`config.mk`:
```
export PLATFORM = sky130hd
export DESIGN_NAME = row_seq_ctrl
export DESIGN_NICKNAME = d
export VERILOG_FILES = /design/src/rtl/rowseq_pkg.sv /design/src/rtl/row_stepper.sv /design/src/rtl/launch_sched.sv /design/src/rtl/strobe_gen.sv /design/src/rtl/row_seq_ctrl.sv
export SDC_FILE = /design/constraint.sdc
export NUM_CORES = 1
export LEC_CHECK = 0
export ABC_CLOCK_PERIOD_IN_PS = 4890
export BUFFER_PORTS_ARGS = -buffer_cell sky130_fd_sc_hd__buf_2
export CORE_UTILIZATION = 51
export CTS_CLUSTER_SIZE = 40
export DETAILED_ROUTE_END_ITERATION = 12
export HOLD_SLACK_MARGIN = 0.15
export PLACE_DENSITY_LB_ADDON = 0.1
export RECOVER_POWER = 100
export SYNTH_ARGS = -nofsm -noshare
export SYNTH_HDL_FRONTEND = slang
export SYNTH_SLANG_ARGS = --single-unit
```
`constraint.sdc`:
```
create_clock -name clk -period 4.89 [get_ports clk]
set_input_delay 0.7335 -clock clk [delete_from_list [all_inputs] [get_ports clk]]
set_output_delay 0.7335 -clock clk [all_outputs]
set_load 0.005 [all_outputs]
```
`src/rtl/rowseq_pkg.sv`:
```
// Shared scan mode encoding and control-line bit positions for the row sequencer.
// Assumes the nine pixel control lines are packed as two static gain lines
// followed by the seven timed strobes.
package rowseq_pkg;
    typedef enum logic [1:0] {
        SCAN_FULL = 2'd0,
        SCAN_SKIP = 2'd1,
        SCAN_SUB  = 2'd2
    } scan_e;

    localparam int NUM_STB  = 7;
    localparam int CTL_W    = NUM_STB + 2;
    localparam int NUM_PTR  = 3;
    localparam int PTR_SHUT = 0;
    localparam int PTR_PRE  = 1;
    localparam int PTR_RD   = 2;

    localparam int STB_TG     = 0;
    localparam int STB_BIAS   = 1;
    localparam int STB_SMPRST = 2;
    localparam int STB_SMPSIG = 3;
    localparam int STB_RDRST  = 4;
    localparam int STB_RDSIG  = 5;
    localparam int STB_ROWSEL = 6;
endpackage

```
`src/rtl/row_stepper.sv`:
```
// One row pointer. It holds the base row of the current group and presents
// GROUP row addresses with valid bits. It starts on the first go after reset
// and advances one group on each later go. Assumes win_start <= win_end and
// that GROUP is even.
module row_stepper
    import rowseq_pkg::*;
#(
    parameter int ROW_W     = 12,
    parameter int GROUP     = 6,
    parameter bit FLAG_WRAP = 1'b0
) (
    input  logic                   clk,
    input  logic                   rst_n,
    input  logic                   go,
    input  logic [1:0]             scan_mode,
    input  logic [ROW_W-1:0]       win_start,
    input  logic [ROW_W-1:0]       win_end,
    output logic [GROUP*ROW_W-1:0] rows,
    output logic [GROUP-1:0]       vld,
    output logic                   wrap_evt
);
    localparam int EXT_W     = ROW_W + $clog2(4 * GROUP);
    localparam int SPAN_FULL = GROUP;
    localparam int SPAN_PAIR = 2 * GROUP;

    scan_e            mode;
    logic             pair_mode;
    logic [ROW_W-1:0] base_q;
    logic             odd_q;
    logic             run_q;
    logic             wrap_q;
    logic [EXT_W-1:0] span;
    logic [EXT_W-1:0] next_ext;
    logic             at_end;
    logic             restart_odd;
    logic [ROW_W-1:0] restart_base;

    // Decode the stepping pattern and the wrap decision for the next go.
    always_comb begin
        mode         = scan_e'(scan_mode);
        pair_mode    = (mode == SCAN_SKIP) || (mode == SCAN_SUB);
        span         = pair_mode ? EXT_W'(SPAN_PAIR) : EXT_W'(SPAN_FULL);
        next_ext     = EXT_W'(base_q) + span;
        at_end       = next_ext > EXT_W'(win_end);
        restart_odd  = (mode == SCAN_SUB) && !odd_q;
        restart_base = restart_odd ? (win_start + ROW_W'(2)) : win_start;
    end

    // Pointer state: launch, advance, or wrap back to the frame start row.
    always_ff @(posedge clk) begin
        if (!rst_n) begin
            base_q <= '0;
            odd_q  <= 1'b0;
            run_q  <= 1'b0;
            wrap_q <= 1'b0;
        end else begin
            wrap_q <= 1'b0;
            if (!run_q) begin
                base_q <= win_start;
                odd_q  <= 1'b0;
                if (go) begin
                    run_q <= 1'b1;
                end
            end else if (go) begin
                if (at_end) begin
                    base_q <= restart_base;
                    odd_q  <= restart_odd;
                    wrap_q <= 1'b1;
                end else begin
                    base_q <= next_ext[ROW_W-1:0];
                end
            end
        end
    end

    assign wrap_evt = wrap_q & FLAG_WRAP;

    for (genvar i = 0; i < GROUP; i++) begin : g_row
        localparam int OFF_FULL = i;
        localparam int OFF_PAIR = (i / 2) * 4 + (i % 2);
        logic [EXT_W-1:0] row_ext;

        // Address of group row i and whether it lies inside the window.
        always_comb begin
            row_ext = EXT_W'(base_q) + (pair_mode ? EXT_W'(OFF_PAIR) : EXT_W'(OFF_FULL));
            rows[i*ROW_W +: ROW_W] = row_ext[ROW_W-1:0];
            vld[i] = run_q && (row_ext <= EXT_W'(win_end));
        end
    end
endmodule

```
`src/rtl/launch_sched.sv`:
```
// Staggers the start of the three pointers. The shutter starts on the first
// tick, the pre-read pointer E-1 ticks later and the read pointer E ticks
// later, where E is the exposure lead (minimum 1).
module launch_sched
    import rowseq_pkg::*;
#(
    parameter int LEAD_W = 8
) (
    input  logic              clk,
    input  logic              rst_n,
    input  logic              row_tick,
    input  logic [LEAD_W-1:0] exp_per,
    output logic [NUM_PTR-1:0] go
);
    localparam logic [LEAD_W-1:0] LEAD_MAX = '1;

    logic [LEAD_W-1:0] lead_q;
    logic [LEAD_W-1:0] exp_eff;
    logic [LEAD_W-1:0] thr [NUM_PTR];

    // Count ticks since reset, saturating so long leads stay reachable.
    always_ff @(posedge clk) begin
        if (!rst_n) begin
            lead_q <= '0;
        end else if (row_tick && (lead_q != LEAD_MAX)) begin
            lead_q <= lead_q + LEAD_W'(1);
        end
    end

    // Start thresholds of each pointer in ticks.
    always_comb begin
        exp_eff       = (exp_per == '0) ? LEAD_W'(1) : exp_per;
        thr[PTR_SHUT] = '0;
        thr[PTR_PRE]  = exp_eff - LEAD_W'(1);
        thr[PTR_RD]   = exp_eff;
    end

    for (genvar p = 0; p < NUM_PTR; p++) begin : g_go
        assign go[p] = row_tick && (lead_q >= thr[p]);
    end
endmodule

```
`src/rtl/strobe_gen.sv`:
```
// Times the seven pixel strobes inside a row period from programmable start
// and end counts. It drops the reset-level strobes when CDS is off and gives
// the signal sample priority over the reset sample.
module strobe_gen
    import rowseq_pkg::*;
#(
    parameter int CNT_W = 8
) (
    input  logic                       clk,
    input  logic                       rst_n,
    input  logic                       row_tick,
    input  logic                       enable,
    input  logic                       cds_en,
    input  logic [NUM_STB*2*CNT_W-1:0] stb_cfg,
    output logic [NUM_STB-1:0]         stb
);
    localparam logic [CNT_W-1:0] CNT_MAX = '1;

    logic [CNT_W-1:0]   cnt_q;
    logic [NUM_STB-1:0] raw;

    // Cycle count within the row period, restarted by each tick.
    always_ff @(posedge clk) begin
        if (!rst_n) begin
            cnt_q <= '0;
        end else if (row_tick) begin
            cnt_q <= '0;
        end else if (cnt_q != CNT_MAX) begin
            cnt_q <= cnt_q + CNT_W'(1);
        end
    end

    for (genvar j = 0; j < NUM_STB; j++) begin : g_win
        logic [CNT_W-1:0] t_on;
        logic [CNT_W-1:0] t_off;
        assign t_on   = stb_cfg[j*2*CNT_W +: CNT_W];
        assign t_off  = stb_cfg[j*2*CNT_W+CNT_W +: CNT_W];
        assign raw[j] = (cnt_q >= t_on) && (cnt_q < t_off);
    end

    // Apply the CDS gating, the sampling priority and the read-start gate.
    always_comb begin
        stb             = raw;
        stb[STB_SMPRST] = raw[STB_SMPRST] && cds_en && !raw[STB_SMPSIG];
        stb[STB_RDRST]  = raw[STB_RDRST] && cds_en;
        if (!enable) begin
            stb = '0;
        end
    end
endmodule

```
`src/rtl/row_seq_ctrl.sv`:
```
// Top of the row sequencer. Three pointers (shutter, pre-read, read) step
// through the window in groups of GROUP rows. A strobe generator times the
// pixel control pulses of the row being read, and the gain select holds one
// of the two reset lines on. Assumes row_tick is a single-cycle pulse and the
// configuration is held steady while pointers run.
module row_seq_ctrl
    import rowseq_pkg::*;
#(
    parameter int ROW_W  = 12,
    parameter int GROUP  = 6,
    parameter int CNT_W  = 8,
    parameter int LEAD_W = 8
) (
    input  logic                       clk,
    input  logic                       rst_n,
    input  logic                       row_tick,
    input  logic [1:0]                 scan_mode,
    input  logic                       cds_en,
    input  logic                       gain_hi,
    input  logic [ROW_W-1:0]           win_start,
    input  logic [ROW_W-1:0]           win_end,
    input  logic [LEAD_W-1:0]          exp_per,
    input  logic [NUM_STB*2*CNT_W-1:0] stb_cfg,
    output logic [GROUP*ROW_W-1:0]     shut_rows,
    output logic [GROUP-1:0]           shut_vld,
    output logic [GROUP*ROW_W-1:0]     pre_rows,
    output logic [GROUP-1:0]           pre_vld,
    output logic [GROUP*ROW_W-1:0]     rd_rows,
    output logic [GROUP-1:0]           rd_vld,
    output logic                       frame_done,
    output logic [CTL_W-1:0]           pix_ctl
);
    logic [NUM_PTR-1:0]       go;
    logic [GROUP*ROW_W-1:0]   rows_a [NUM_PTR];
    logic [GROUP-1:0]         vld_a  [NUM_PTR];
    logic [NUM_PTR-1:0]       wrap_v;
    logic [NUM_STB-1:0]       stb;
    logic                     rst_line_q;
    logic                     swrst_line_q;

    launch_sched #(.LEAD_W(LEAD_W)) i_launch (
        .clk      (clk),
        .rst_n    (rst_n),
        .row_tick (row_tick),
        .exp_per  (exp_per),
        .go       (go)
    );

    for (genvar p = 0; p < NUM_PTR; p++) begin : g_ptr
        row_stepper #(
            .ROW_W     (ROW_W),
            .GROUP     (GROUP),
            .FLAG_WRAP (p == PTR_RD)
        ) i_step (
            .clk       (clk),
            .rst_n     (rst_n),
            .go        (go[p]),
            .scan_mode (scan_mode),
            .win_start (win_start),
            .win_end   (win_end),
            .rows      (rows_a[p]),
            .vld       (vld_a[p]),
            .wrap_evt  (wrap_v[p])
        );
    end

    assign shut_rows  = rows_a[PTR_SHUT];
    assign shut_vld   = vld_a[PTR_SHUT];
    assign pre_rows   = rows_a[PTR_PRE];
    assign pre_vld    = vld_a[PTR_PRE];
    assign rd_rows    = rows_a[PTR_RD];
    assign rd_vld     = vld_a[PTR_RD];
    assign frame_done = |wrap_v;

    strobe_gen #(.CNT_W(CNT_W)) i_stb (
        .clk      (clk),
        .rst_n    (rst_n),
        .row_tick (row_tick),
        .enable   (|vld_a[PTR_RD]),
        .cds_en   (cds_en),
        .stb_cfg  (stb_cfg),
        .stb      (stb)
    );

    // Static gain lines: one reset line held on, both off during reset.
    always_ff @(posedge clk) begin
        if (!rst_n) begin
            rst_line_q   <= 1'b0;
            swrst_line_q <= 1'b0;
        end else begin
            rst_line_q   <= !gain_hi;
            swrst_line_q <= gain_hi;
        end
    end

    assign pix_ctl = {stb, swrst_line_q, rst_line_q};
endmodule

```
; ---- Word-level counts from Yosys, hierarchy flattened
; Cells that the tools add are included.
[word_totals]
out_inout_bits = 244
in_bits = 151
regBits = 61
wordCells = 159
[op_classes]
reduce_logical = 51
n_lt_le_gt_ge = 38
n_bitwise = 1
mux = 26
n_addsub = 22
eq_ne = 7
[op_table]
columns = op, n
row1 = less-or-equal comparator 17 x 12 -> 1 bit, 15
row2 = adder 12 x 17 -> 17 bit, 11
row3 = two-way mux 12 bit, 12
row4 = greater-or-equal comparator 8 bit, 9
row5 = less-than comparator 8 bit, 7
row6 = greater-than comparator 17 x 12 -> 1 bit, 3
row7 = "adder 12 x 1 -> 13 bit, second input constant", 3
row8 = less-or-equal comparator 12 bit, 3
row9 = logical AND 1 bit, 35
row10 = adder 12 x 3 -> 13 bit, 2
row11 = adder 12 x 4 -> 13 bit, 2
row12 = "adder 8 x 1 -> 8 bit, second input constant", 2
row13 = "inequality test 8 bit, second input constant", 2
row14 = "adder 12 x 2 -> 12 bit, second input constant", 1
row15 = two-way mux 4 bit, 3
row16 = AND reduction 2 bit, 6
row17 = "greater-or-equal comparator 8 x 1 -> 1 bit, second input constant", 1
row18 = zero test 8 bit, 1
row19 = two-way mux 8 bit, 1
row20 = "subtractor 8 x 1 -> 8 bit, second input constant", 1
row21 = two-way mux 1 bit, 7
row22 = two-way mux 7 bit, 1
row23 = two-way mux 3 bit, 2
row24 = "inequality test 2 x 1 -> 1 bit, second input constant", 3
row25 = 8 further kinds, 12

; ---- Logic depth before layout (Yosys ltp)
[depth]
ltp_word = 8
ltp_mapped = 20
depth_no_buf = 18

; ---- Hierarchy
; A second synthesis with hierarchy kept.
[hier_totals]
cells_unflattened = 2071
hier_area_um2 = 15871.5
[modules_own_cells]
columns = mod, seq_area_each_um2, cells_per_inst, n_inst, area_per_inst_um2
row1 = row_stepper at g_ptr[1].i_step, 280.3, 528, 1, 4087.7
row2 = row_stepper at g_ptr[0].i_step, 280.3, 528, 1, 4031.4
row3 = row_stepper at g_ptr[2].i_step, 300.3, 514, 1, 3847.4
row4 = strobe_gen, 160.2, 386, 1, 2917.8
row5 = launch_sched, 160.2, 105, 1, 899.6
row6 = row_seq_ctrl, 40.0, 10, 1, 87.6

; ---- Least setup slack after synthesis
; No wires, ideal clock.
[synth_path]
path_kind = input-to-output
start = input port scan_mode[0]
end = output port pix_ctl[2]
t_arrival_ps = 4513
slack_ps = -357
stages = 18
path_buffers = 0
required_time_ps = 4157
path_cell_list = inv_1 > ha_1 > inv_1 > ha_1 > inv_1 > a31oi_1 > nor2b_1 > o21a_1 > nand3_1 > xnor2_1 > ha_1 > nand4_1 > or4_1 > o21ai_0 > a21oi_1 > o22ai_1 > nor4_2 > a2111oi_0
[synth_between]
elab_chain_len = 8
word_cells_on_any_way = 21
cone_classes = add/sub (4) / order compare (4) / eq/ne (2) / mux (5) / reduce/logical (6)
[synth_rtl]
columns = item, line
row1 = start: declaration, row_seq_ctrl.sv:17  ; input logic [1:0] scan_mode,
row2 = == test 2 x 1 -> 1 bit or == test 2 bit (tied branches), row_stepper.sv:41  ; pair_mode = (mode == SCAN_SKIP) || (mode == SCAN_SUB);
row3 = logical OR 1 bit (*), row_stepper.sv:41
row4 = two-way mux 4 bit (*), row_stepper.sv:85  ; row_ext = EXT_W'(base_q) + (pair_mode ? EXT_W'(OFF_PAIR) : EXT_W'(OFF_FULL));
row5 = adder 12 x 4 -> 13 bit (*), row_stepper.sv:85
row6 = via rd_rows[50], row_seq_ctrl.sv:28  ; output logic [GROUP*ROW_W-1:0] rd_rows,
row7 = less-or-equal comparator 17 x 12 -> 1 bit (*), row_stepper.sv:87  ; vld[i] = run_q && (row_ext <= EXT_W'(win_end));
row8 = logical AND 1 bit (*), row_stepper.sv:87
row9 = OR reduction 6 bit (*), row_seq_ctrl.sv:79  ; .enable (|vld_a[PTR_RD]),
row10 = two-way mux 7 bit (*), strobe_gen.sv:46  ; if (!enable) begin
row11 = end: declaration, row_seq_ctrl.sv:31  ; output logic [CTL_W-1:0] pix_ctl
; The timed path passes the listed nets; every way through them passes the cells marked *.

; ---- Worst setup path after layout
[layout_path]
start = input port scan_mode[0]
end = output port pix_ctl[4]
[layout_between]
elab_chain_len = 8
word_cells_on_any_way = 21
cone_classes = add/sub (4) / order compare (4) / eq/ne (2) / mux (5) / reduce/logical (6)
[layout_rtl]
columns = item, line
row1 = == test 2 x 1 -> 1 bit or == test 2 bit (tied branches), row_stepper.sv:41
row2 = logical OR 1 bit (*), row_stepper.sv:41
row3 = two-way mux 3 bit or two-way mux 4 bit (tied branches), row_stepper.sv:85
row4 = adder 12 x 3 -> 13 bit or adder 12 x 4 -> 13 bit (tied branches), row_stepper.sv:85
row5 = less-or-equal comparator 17 x 12 -> 1 bit, row_stepper.sv:87
row6 = logical AND 1 bit, row_stepper.sv:87
row7 = OR reduction 6 bit (*), row_seq_ctrl.sv:79
row8 = two-way mux 7 bit (*), strobe_gen.sv:46
; Every way passes the cells marked *; elsewhere a longest branch is shown, timed or not.

==> summary.md <==
| Metric | Value |
|---|---|
| Highest clock rate | `0.197 GHz` |
| Avg Inst Size Synth | `7.66 sq um` |
| Max Slew Vio Count | `57` |
| Core Area | `0.0290 sq mm` |
| Initial Utilization | `52.4%` |
| RePlAce Congestion | `1.02` |
| Synth Register Bits | `61` |
| Total power | `0.00303 W` |
| Worst EP arrival | `4.34 ns` |
| FFs w/ async S/R, synth | `0%` |
| Largest net degree at the start of global routing | `57` |
| RSZ-0062 raised after global routing | `true` |
| LEAKAGE | `10.6 nW` |
| Worst slew pin tran | `2.09 ns` |
| Share of layout cells above drive strength 1 | `27.8%` |
| Most common cell after layout, fill and taps aside | `buf_2` |
| DIE AREA | `0.0305 sq mm` |
| CP required | `4.16 ns` |
| Dpl hpwl | `46300 um` |
| Tcrit/Tclk final | `104%` |
| Violated checks | `max-capacitance violations, max-slew violations, negative setup slack` |
| Seq. cell area | `0.00122 sq mm` |
| Tmin final | `5.07 ns` |
| Clock Tree Root | `clkbuf_16` |
| Post-Syn Area | `0.0152 sq mm` |
| CTS tree | `built` |
| Worst rel slew slack | `-39.1%` |
| Die X | `175 um` |
| Peak supply drop | `0.146 mV` |
| Setup violators final | `7` |
| Unique masters post-synth | `75` |
| Syn nets | `2519` |
| YS warnings | `0` |
| Longest Clk Path Bufs | `2` |
| 1st-pass router iterations | `5` |
| TritonCTS buffer count | `9` |
| Seq/Total Area, Yosys | `8.03%` |
| H-tree depth | `3` |
| Worst Hold Class | `reg2reg` |
| # rows | `62` |
| Drt via density | `5.91` |
| Critical Path Sink Type | `output pin` |
| Area of placed instances | `0.0185 sq mm` |
| Fillers | `2681` |
| CTS clk-pin slew, worst paths | `0.05 ns` |
| Area occupied by multi-input gates | `0.0133 sq mm` |
| Total of max-cap violations | `1` |
| Synth Flop Type | `dfxtp_1` |
| Grt ovf | `0` |
| WL/cell | `20.1 um` |
| Hold_buf cts | `0` |
| Crit path kind | `in2out` |
| Boundary Pins | `395` |
| Final setup margin | `-0.181 ns` |
| Layout Skew | `0.00976 ns` |
| Pwr/cell area | `156 mW/mm^2` |
| Post-route ant nets | `0` |
| DRT iter0 DRCs | `1227` |
| PortBufs | `394` |
| Vias in the first global route | `16700` |
| Nets@finish | `3031` |
| P&R area growth vs syn | `27.8%` |
| Final wirelength | `58100 um` |
| Via count | `17100` |
| Commonest cells after routing, fill and taps aside | `buf_2, ha_1, buf_4, inv_1, nor2_1` |
| Chip height | `175 um` |
| Crit-path max FO | `7` |
| Clk sinks | `61` |
| Synth Instances | `1986` |
| Total GRT Usage | `37.0%` |
| Post-synth EDFFs | `0` |
| First-pass GRT wire length | `89500 um` |
| Clk_lat worst skew | `0.33 ns` |
| DRC Markers | `0` |
| Antenna violations before repair | `2` |
| Startpoint Class | `primary input` |
| Fin area | `0.0194 sq mm` |
| Status | `complete, but fails checks` |
| Hold Violations, Final | `0` |
[metal layers]
metal	vias to the layer above	GRT usage (%)	routed length, um
met1	7964	47.4	24900
met4	0	15.5	2350
li1	8154	-	-
met2	818	60.1	25700
met5	-	0	0
met3	155	7.22	5080
[power by group]
group | total [W] | leakage (nW) | switching [W] | internal, W
clock network | 0.000613 | 0.143 | 0.000253 | 0.000360
logic | 0.00185 | 9.96 | 0.00102 | 0.000828
registers | 0.000564 | 0.503 | 0.0000420 | 0.000521
total | 0.00303 | 10.6 | 0.00132 | 0.00171
[cells in the mapped netlist, drive strengths merged (4+ instances only)]
master | instances | share of area [%]
or4 | 6 | 0.33
o221ai | 14 | 0.81
o21ai | 109 | 3.6
nand2 | 128 | 3.2
a21oi | 93 | 3.1
a211oi | 20 | 1.0
a41oi | 12 | 0.74
o31ai | 4 | 0.20
clkbuf | 43 | 1.4
nor4 | 13 | 0.58
nor2b | 35 | 1.4
xnor2 | 104 | 6.0
nand3 | 75 | 2.5
a31oi | 15 | 0.62
nand3b | 4 | 0.20
o22ai | 5 | 0.21
nand2b | 26 | 1.1
dfxtp | 61 | 8.0
nor3 | 48 | 1.6
and4 | 8 | 0.46
and2 | 7 | 0.29
a21o | 59 | 2.9
nor2 | 146 | 3.6
xor2 | 103 | 5.9
mux2 | 6 | 0.44
inv | 184 | 4.5
o21a | 32 | 1.6
o2111ai | 9 | 0.52
a2111oi | 15 | 0.86
nand4 | 55 | 2.4
o21bai | 10 | 0.49
ha | 373 | 31
nor3b | 4 | 0.20
or2 | 7 | 0.29
mux2i | 14 | 0.92
and3 | 19 | 0.78
a21boi | 12 | 0.59
or3 | 7 | 0.29
fa | 9 | 1.2
buf | 50 | 2.1
o211ai | 16 | 0.79
[layout make-up]
class,instances,share of cell area (%)
Timing Repair Buffer,595,17.8
Clock buffer,10,1.23
Clock inverter,6,0.232
Antenna cell,3,0.0386
Sequential cell,61,6.28
Tap cell,384,2.47
Inverter,184,3.60
Multi-Input combinational cell,1647,68.3
[state kept, by name, indices dropped and copies added (netlist names)]
signal and count:
swrst_line_q 1, i_launch.lead_q 8, g_ptr.i_step.base_q 36, i_stb.cnt_q 8, g_ptr.i_step.odd_q 3, g_ptr.i_step.wrap_evt 1, rst_line_q 1, g_ptr.i_step.run_q 3
[through the flow]
step | setup slack (ns) | utilization [%] | setup TNS, ns | cells | hold WS [ns]
floorplan | 0.00781 | - | 0 | 1986 | 0.478
global placement | -0.269 | 63.8 | -1.58 | 2845 | 0.502
detailed placement | -0.355 | 63.8 | -2.15 | 2845 | 0.508
CTS | -0.221 | 65.6 | -1.30 | 2872 | 0.520
global route | -0.302 | 67.0 | -2.38 | 2889 | 0.564
finish | -0.181 | 67.0 | -1.02 | 2890 | 0.522
[worst max-delay path, cell delays in order]
cell,delay [ns]
buf_6,0.07
inv_4,0.03
ha_4,0.30
clkinvlp_4,0.17
buf_8,0.17
fa_2,0.36
a31oi_1,0.16
buf_4,0.17
nor3_2,0.04
xor2_1,0.18
ha_1,0.30
nand4_1,0.13
or4_1,0.52
o21ai_1,0.11
a21oi_2,0.07
o22ai_2,0.16
nor4_4,0.08
buf_12,0.16
nor4bb_4,0.26
buf_2,0.15
[final timing paths]
| kind | endpoint | from | depth (start not counted) | slack (ns) |
|---|---|---|---|---|
| worst max-delay path | pix_ctl[4] | scan_mode[0] | 20 | -0.18 |
| worst min-delay path | g_ptr[0].i_step.odd_q$_SDFFE_PN0P_ | g_ptr[0].i_step.odd_q$_SDFFE_PN0P_ | 2 | 0.52 |
| worst max register to register | g_ptr[0].i_step.base_q[5]$_SDFFE_PN0P_ | g_ptr[0].i_step.base_q[5]$_SDFFE_PN0P_ | 13 | 0.68 |
| worst min register to register | g_ptr[0].i_step.odd_q$_SDFFE_PN0P_ | g_ptr[0].i_step.odd_q$_SDFFE_PN0P_ | 2 | 0.52 |
[kinds of logic after synthesis]
logic type	share of synthesized area, %
AND/OR/NAND/NOR	19.5
flip-flops	8.03
adder cells (fa/ha/maj)	31.9
buffers and inverters	8.15
XOR/XNOR	11.9
multiplexers	1.36
AO/OA/AOI/OAI	19.2
[what timing repair did]
item	CTS	global route
gates resized for setup	32	70
pin swaps	21	40
endpoints found under the setup margin	9	22
setup buffers	13	16
(Power assumes the default switching activity.)
